$ cat config.mk
export PLATFORM = sky130hd
export DESIGN_NAME = fp32_mul_unit
export DESIGN_NICKNAME = d
export VERILOG_FILES = /design/src/rtl/fpm_pkg.sv /design/src/rtl/fpm_unpack.sv /design/src/rtl/fpm_sigmul.sv /design/src/rtl/fpm_round.sv /design/src/rtl/fp32_mul_unit.sv
export SDC_FILE = /design/constraint.sdc
export NUM_CORES = 2
export LEC_CHECK = 0
export BUFFER_PORTS_ARGS = -buffer_cell sky130_fd_sc_hd__buf_2
export CORE_MARGIN = 5
export CORE_UTILIZATION = 35
export DETAILED_ROUTE_END_ITERATION = 16
export PLACE_DENSITY = 0.52
export SLEW_MARGIN = 10
export SYNTH_ARGS = -nofsm -noshare
export SYNTH_HDL_FRONTEND = slang
export SYNTH_SLANG_ARGS = --single-unit
$ cat constraint.sdc
create_clock -name clk -period 12 [get_ports clk]
set_input_delay 1.8 -clock clk [delete_from_list [all_inputs] [get_ports clk]]
set_output_delay 1.8 -clock clk [all_outputs]
set_load 0.03 [all_outputs]
$ cat src/rtl/fpm_pkg.sv
package fpm_pkg;
    localparam int EW   = 8;
    localparam int FW   = 23;
    localparam int WW   = EW + FW + 1;
    localparam int SW   = FW + 1;
    localparam int PW   = 2 * SW;
    localparam int XW   = EW + 2;
    localparam int BIAS = (1 << (EW - 1)) - 1;

    typedef enum logic [1:0] {
        ST_IDLE = 2'd0,
        ST_MUL  = 2'd1,
        ST_RND  = 2'd2,
        ST_OUT  = 2'd3
    } fpm_state_e;

    typedef struct packed {
        logic is_zero;
        logic is_inf;
        logic is_nan;
    } fpm_class_t;

    typedef struct packed {
        logic ovf;
        logic unf;
        logic inv;
    } fpm_flags_t;
endpackage

$ cat src/rtl/fpm_unpack.sv
module fpm_unpack
    import fpm_pkg::*;
#(
    parameter int EXP_W  = EW,
    parameter int FRAC_W = FW
) (
    input  logic [EXP_W+FRAC_W:0] op,
    output fpm_class_t            cls,
    output logic [FRAC_W:0]       sig,
    output logic [EXP_W-1:0]      expo,
    output logic                  sgn
);
    localparam logic [EXP_W-1:0] EXP_ONES = {EXP_W{1'b1}};

    logic [EXP_W-1:0]  e_fld;
    logic [FRAC_W-1:0] f_fld;

    always_comb begin
        sgn   = op[EXP_W+FRAC_W];
        e_fld = op[EXP_W+FRAC_W-1:FRAC_W];
        f_fld = op[FRAC_W-1:0];
        expo  = e_fld;
        // exponent field zero: zero or subnormal, both treated as zero
        cls.is_zero = (e_fld == '0);
        cls.is_inf  = (e_fld == EXP_ONES) && (f_fld == '0);
        cls.is_nan  = (e_fld == EXP_ONES) && (f_fld != '0);
        sig = {1'b1, f_fld};
    end
endmodule

$ cat src/rtl/fpm_sigmul.sv
module fpm_sigmul
    import fpm_pkg::*;
#(
    parameter int EXP_W = EW,
    parameter int SIG_W = SW
) (
    input  logic [EXP_W-1:0]        ea,
    input  logic [EXP_W-1:0]        eb,
    input  logic [SIG_W-1:0]        ma,
    input  logic [SIG_W-1:0]        mb,
    output logic signed [EXP_W+1:0] esum,
    output logic [2*SIG_W-1:0]      prod
);
    localparam int EXW = EXP_W + 2;
    localparam logic signed [EXW-1:0] BIAS_X = EXW'((1 << (EXP_W - 1)) - 1);

    logic signed [EXW-1:0] ea_x;
    logic signed [EXW-1:0] eb_x;

    always_comb begin
        ea_x = $signed({2'b00, ea});
        eb_x = $signed({2'b00, eb});
        // two biased exponents carry the bias twice; drop one copy
        esum = ea_x + eb_x - BIAS_X;
        prod = {{SIG_W{1'b0}}, ma} * {{SIG_W{1'b0}}, mb};
    end
endmodule

$ cat src/rtl/fpm_round.sv
module fpm_round
    import fpm_pkg::*;
#(
    parameter int EXP_W  = EW,
    parameter int FRAC_W = FW
) (
    input  logic                      sgn,
    input  fpm_class_t                ca,
    input  fpm_class_t                cb,
    input  logic signed [EXP_W+1:0]   esum,
    input  logic [2*FRAC_W+1:0]       prod,
    output logic [EXP_W+FRAC_W:0]     word,
    output fpm_flags_t                flg
);
    localparam int EXW  = EXP_W + 2;
    localparam int PRW  = 2 * FRAC_W + 2;
    localparam logic signed [EXW-1:0] E_TOP = EXW'((1 << EXP_W) - 1);
    localparam logic [EXP_W-1:0]  EXP_ONES = {EXP_W{1'b1}};
    localparam logic [FRAC_W-1:0] QUIET    = {1'b1, {(FRAC_W-1){1'b0}}};

    logic                  hi;
    logic signed [EXW-1:0] e_norm;
    logic signed [EXW-1:0] e_fin;
    logic [FRAC_W-1:0]     kept;
    logic                  guard;
    logic                  sticky;
    logic                  up;
    logic [FRAC_W:0]       inc;
    logic                  carry;
    logic [FRAC_W-1:0]     frac_fin;
    logic                  any_nan;
    logic                  any_inf;
    logic                  any_zero;

    // first normalization: at most one right shift
    always_comb begin
        hi = prod[PRW-1];
        if (hi) begin
            kept   = prod[PRW-2 -: FRAC_W];
            guard  = prod[PRW-2-FRAC_W];
            sticky = |prod[PRW-3-FRAC_W:0];
        end else begin
            kept   = prod[PRW-3 -: FRAC_W];
            guard  = prod[PRW-3-FRAC_W];
            sticky = |prod[PRW-4-FRAC_W:0];
        end
        e_norm = esum + $signed({{(EXW-1){1'b0}}, hi});
    end

    // round to nearest, ties to even, then renormalize on carry out
    always_comb begin
        up       = guard & (sticky | kept[0]);
        inc      = {1'b0, kept} + {{FRAC_W{1'b0}}, up};
        carry    = inc[FRAC_W];
        frac_fin = carry ? '0 : inc[FRAC_W-1:0];
        e_fin    = e_norm + $signed({{(EXW-1){1'b0}}, carry});
    end

    // special operands first, then range check on the rounded value
    always_comb begin
        any_nan  = ca.is_nan  | cb.is_nan;
        any_inf  = ca.is_inf  | cb.is_inf;
        any_zero = ca.is_zero | cb.is_zero;
        flg      = '0;
        word     = '0;
        if (any_nan) begin
            word = {1'b0, EXP_ONES, QUIET};
        end else if (any_inf && any_zero) begin
            word    = {1'b0, EXP_ONES, QUIET};
            flg.inv = 1'b1;
        end else if (any_inf) begin
            word = {sgn, EXP_ONES, {FRAC_W{1'b0}}};
        end else if (any_zero) begin
            word = {sgn, {(EXP_W+FRAC_W){1'b0}}};
        end else if (e_fin >= E_TOP) begin
            word    = {sgn, EXP_ONES, {FRAC_W{1'b0}}};
            flg.ovf = 1'b1;
        end else if (e_fin <= 0) begin
            word    = {sgn, {(EXP_W+FRAC_W){1'b0}}};
            flg.unf = 1'b1;
        end else begin
            word = {sgn, e_fin[EXP_W-1:0], frac_fin};
        end
    end
endmodule

$ cat src/rtl/fp32_mul_unit.sv
module fp32_mul_unit
    import fpm_pkg::*;
(
    input  logic          clk,
    input  logic          rst_n,
    input  logic          in_valid,
    output logic          in_ready,
    input  logic [31:0]   in_a,
    input  logic [31:0]   in_b,
    output logic          out_valid,
    output logic [31:0]   out_result,
    output logic          out_ovf,
    output logic          out_unf,
    output logic          out_inv
);
    fpm_state_e state;
    fpm_state_e state_nx;

    logic [WW-1:0] opa_q;
    logic [WW-1:0] opb_q;

    fpm_class_t    cls_u [2];
    logic [SW-1:0] sig_u [2];
    logic [EW-1:0] exp_u [2];
    logic          sgn_u [2];
    logic [WW-1:0] op_u  [2];

    logic signed [XW-1:0] esum_c;
    logic [PW-1:0]        prod_c;

    fpm_class_t           ca_q;
    fpm_class_t           cb_q;
    logic                 sgn_q;
    logic signed [XW-1:0] esum_q;
    logic [PW-1:0]        prod_q;

    logic [WW-1:0] word_c;
    fpm_flags_t    flg_c;

    logic accept;

    assign op_u[0] = opa_q;
    assign op_u[1] = opb_q;

    for (genvar gi = 0; gi < 2; gi++) begin : g_unpack
        fpm_unpack #(.EXP_W(EW), .FRAC_W(FW)) u_unpack (
            .op   (op_u[gi]),
            .cls  (cls_u[gi]),
            .sig  (sig_u[gi]),
            .expo (exp_u[gi]),
            .sgn  (sgn_u[gi])
        );
    end

    fpm_sigmul #(.EXP_W(EW), .SIG_W(SW)) u_sigmul (
        .ea   (exp_u[0]),
        .eb   (exp_u[1]),
        .ma   (sig_u[0]),
        .mb   (sig_u[1]),
        .esum (esum_c),
        .prod (prod_c)
    );

    fpm_round #(.EXP_W(EW), .FRAC_W(FW)) u_round (
        .sgn  (sgn_q),
        .ca   (ca_q),
        .cb   (cb_q),
        .esum (esum_q),
        .prod (prod_q),
        .word (word_c),
        .flg  (flg_c)
    );

    assign in_ready  = (state == ST_IDLE);
    assign out_valid = (state == ST_OUT);
    assign accept    = in_valid && in_ready;

    always_comb begin
        state_nx = state;
        unique case (state)
            ST_IDLE: if (accept) state_nx = ST_MUL;
            ST_MUL:  state_nx = ST_RND;
            ST_RND:  state_nx = ST_OUT;
            ST_OUT:  state_nx = ST_IDLE;
            default: state_nx = ST_IDLE;
        endcase
    end

    always_ff @(posedge clk or negedge rst_n) begin
        if (!rst_n) state <= ST_IDLE;
        else        state <= state_nx;
    end

    always_ff @(posedge clk or negedge rst_n) begin
        if (!rst_n) begin
            opa_q      <= '0;
            opb_q      <= '0;
            ca_q       <= '0;
            cb_q       <= '0;
            sgn_q      <= 1'b0;
            esum_q     <= '0;
            prod_q     <= '0;
            out_result <= '0;
            out_ovf    <= 1'b0;
            out_unf    <= 1'b0;
            out_inv    <= 1'b0;
        end else begin
            unique case (state)
                ST_IDLE: begin
                    if (accept) begin
                        opa_q <= in_a;
                        opb_q <= in_b;
                    end
                end
                ST_MUL: begin
                    ca_q   <= cls_u[0];
                    cb_q   <= cls_u[1];
                    sgn_q  <= sgn_u[0] ^ sgn_u[1];
                    esum_q <= esum_c;
                    prod_q <= prod_c;
                end
                ST_RND: begin
                    out_result <= word_c;
                    out_ovf    <= flg_c.ovf;
                    out_unf    <= flg_c.unf;
                    out_inv    <= flg_c.inv;
                end
                ST_OUT: begin
                end
                default: begin
                end
            endcase
        end
    end
endmodule

==> results.yml <==
global_routing:
  grt_overflow_total: 0
  grt_util_all_layers_pct: 19.8
  grt_max_degree: 77
  grt_pass1_wl_mm: 125
  antenna_found_initial: 1
  grt_pass1_vias: 21600
sta:
  fin_skew_ns: 0.0271
  finalSetupTns_ns: 0
  period_needed_ns: 8.07
  hold_viol_final: 0
  slew_violations: 0
  setup_viol: 0
  timing.slew.headroom_pct: 30.9
  rsz0062_at_grt: "false"
  period_share_pct: 67.3
  tightestPinTransition_ns: 1.04
  fmax_ghz: 0.124
  timing.final.ws_setup_ns: 3.93
synthesis:
  synth_cell_types: 64
  ys_seq_area_share_pct: 15.5
  yosysWarnings: 0
  ys_ff_latch: 166
  async_reset_ff_share_pct: 100
  synth-main-ff-cell: "dfrtp_1"
  syn_area_per_cell_sq_um: 9.32
  synth_area_sq_um: 26800
  syn_inst: 2879
  mappedNetlistNets: 3618
  synth_edf_count: 0
clocking:
  clock_latency_ns: 0.49
  cts_hold_buf: 0
  cts-buffers-inserted: 17
  cts_max_path_buffers: 2
  clockRootBuffer: "clkbuf_16"
  clkTransAtPathRegs_ns: 0.09
  h-tree-depth: 4
  ctsResizeCount: 0
  tritoncts: "built"
  post_cts_buffers: 0
  cts_sinks: 166
cells_and_area:
  drive_above_1_share_pct: 10.6
  final_common_cell: "inv_1"
  multi_input_area_sq_um: 19800
  final.fill_count: 7747
  seq_area_sq_um: 4160
  final_cell_mix: "inv_1, fa_1, nand2_1"
  nets: 3651
  syn_to_final_growth_pct: 8.50
detailed_routing:
  wl_per_cell_um: 19.7
  routed_wl_mm: 77.8
  drc_errors: 0
  drt_first_pass_iters: 5
  drt_iter0_drc: 982
  post_drt_via_cell_ratio: 4.92
  drtAntennaViolNets: 0
  vias: 19400
critical_path:
  critical_path_depth: 23
  cpMaxStageDelayCell: "dfrtp_1"
  slowest_delay_ns: 0.77
  path_class: "reg -> reg"
  critPathTopFamily: "adder cells"
  end_kind: "register"
  cp.required_ns: 12.39
  worstPathMaxFanout: 18
  r2r_cells: 23
  critical_path.cell_chain: "clkinv_1, nor2_1, fa_1, fa_1, inv_1, fa_1, fa_1, inv_1, fa_1, fa_1, inv_1, fa_1, inv_1, ha_1, nand4_1, nor4_1, a221oi_1, and4_1, a21oi_1, o211ai_1, o21ai_0, xnor2_1, mux2_2"
  critPathBufInv: 5
  worstPathArrival_ns: 8.46
  crit_path_start_kind: "register"
  cp_common_cell: "fa_1"
placement:
  detailed_place_hpwl_mm: 60.0
  place.gp.congestion: 0.861
  pre_cts_slack_ns: 3.99
  io_buffers: 103
status:
  status: "finished clean"
floorplanning:
  coreArea_sq_um: 75900
  start_util_pct: 35.3
  die_h_um: 287
  num_rows: 101
  die-area_sq_um: 82300
  die_w_um: 287
  ioPinCount: 104
hold_path:
  min-delay-path-class: "reg -> reg"
  holdPathStages: 1
flow_run:
  maxCapViolCount: 0
==> worst register-to-register path: cells and delay by family, from the launching register on <==
kind                       cells  cell delay (ns)
adders and majority gates      8             3.91
and+or+nand+nor                4             1.16
AOI/OAI and AO/OA              4             1.06
DFF                            1             0.77
buffers and inverters          5             0.72
muxes                          1             0.26
xor gates and xnor gates       1             0.08
==> metrics by stage <==
stage                     std cells  hold WS [ns]  utilization [%]  area [sq um]
after floorplan                2879         0.470                -         26800
after global placement         3923         0.489             37.5         28500
after detailed placement       3923         0.495             37.5         28500
after CTS                      3955         0.513             38.3         29100
after global routing           3955         0.527             38.3         29100
final                          3956         0.509             38.3         29100
==> flip-flops by register name, summed over array words and instances, names as in the netlist, 2 cells and up <==
signal,cells
esum_q,10
opa_q,32
cb_q,3
prod_q,48
opb_q,32
out_result,32
ca_q,3
state,2
==> final timing paths <==
check	startpoint	endpoint	slack [ns]
max	opb_q[0]$_DFFE_PN0P_	prod_q[46]$_DFFE_PN0N_	3.93
min	out_result[27]$_DFFE_PN0P_	out_result[27]$_DFFE_PN0P_	0.51
max reg2reg	opb_q[0]$_DFFE_PN0P_	prod_q[46]$_DFFE_PN0N_	3.93
min reg2reg	out_result[27]$_DFFE_PN0P_	out_result[27]$_DFFE_PN0P_	0.51
max in group asynchronous	rst_n	prod_q[47]$_DFFE_PN0N_	9.46
min in group asynchronous	rst_n	out_result[30]$_DFFE_PN0P_	1.26
==> metal layers <==
layer	share of wire (%)	global-route usage, %
met1	43	26.0
met4	3.5	6.81
met5	0	0
met2	48	33.6
met3	4.9	2.73
==> layout make-up <==
cell class / count / area share [%]
timing repair buffer: 151 / 3.03
inverter: 629 / 8.11
tap: 1030 / 4.43
multi-input combinational: 1947 / 68.0
clock buffer: 17 / 1.46
sequential: 166 / 14.3
antenna: 1 / 0.00860
clock inverter: 15 / 0.709
==> cells in the mapped netlist (11+ instances only) <==
cell type  instances  share of area [%]
o21ai_0           45               0.84
fa_1             484                 36
mux2i_1           11               0.41
inv_1            625                8.7
a21o_1            30               0.84
and3_1            12               0.28
nand3_1           28               0.52
ha_1             188                8.8
mux2_2           111                4.7
nor4_1            21               0.49
a21oi_1           81                1.5
and2_1           234                5.5
nor3_1            17               0.32
dfrtp_1          166                 15
o21a_1            11               0.31
o22ai_1           22               0.51
nand4_1           21               0.49
nor2_1           103                1.4
xnor2_1           52                1.7
xor2_1            37                1.2
nand2_1          326                4.6
clkbuf_1         124                1.7
==> cells by family after synthesis <==
logic type | synth area share, %
AOI/OAI and AO/OA | 6.33
xor gates and xnor gates | 2.91
adders and majority gates | 44.9
buffers and inverters | 10.8
DFF | 15.5
muxes | 5.07
and+or+nand+nor | 14.5
Power is not shown: default switching activity piles up to over one toggle a cycle in this logic, so the estimate is an artifact.
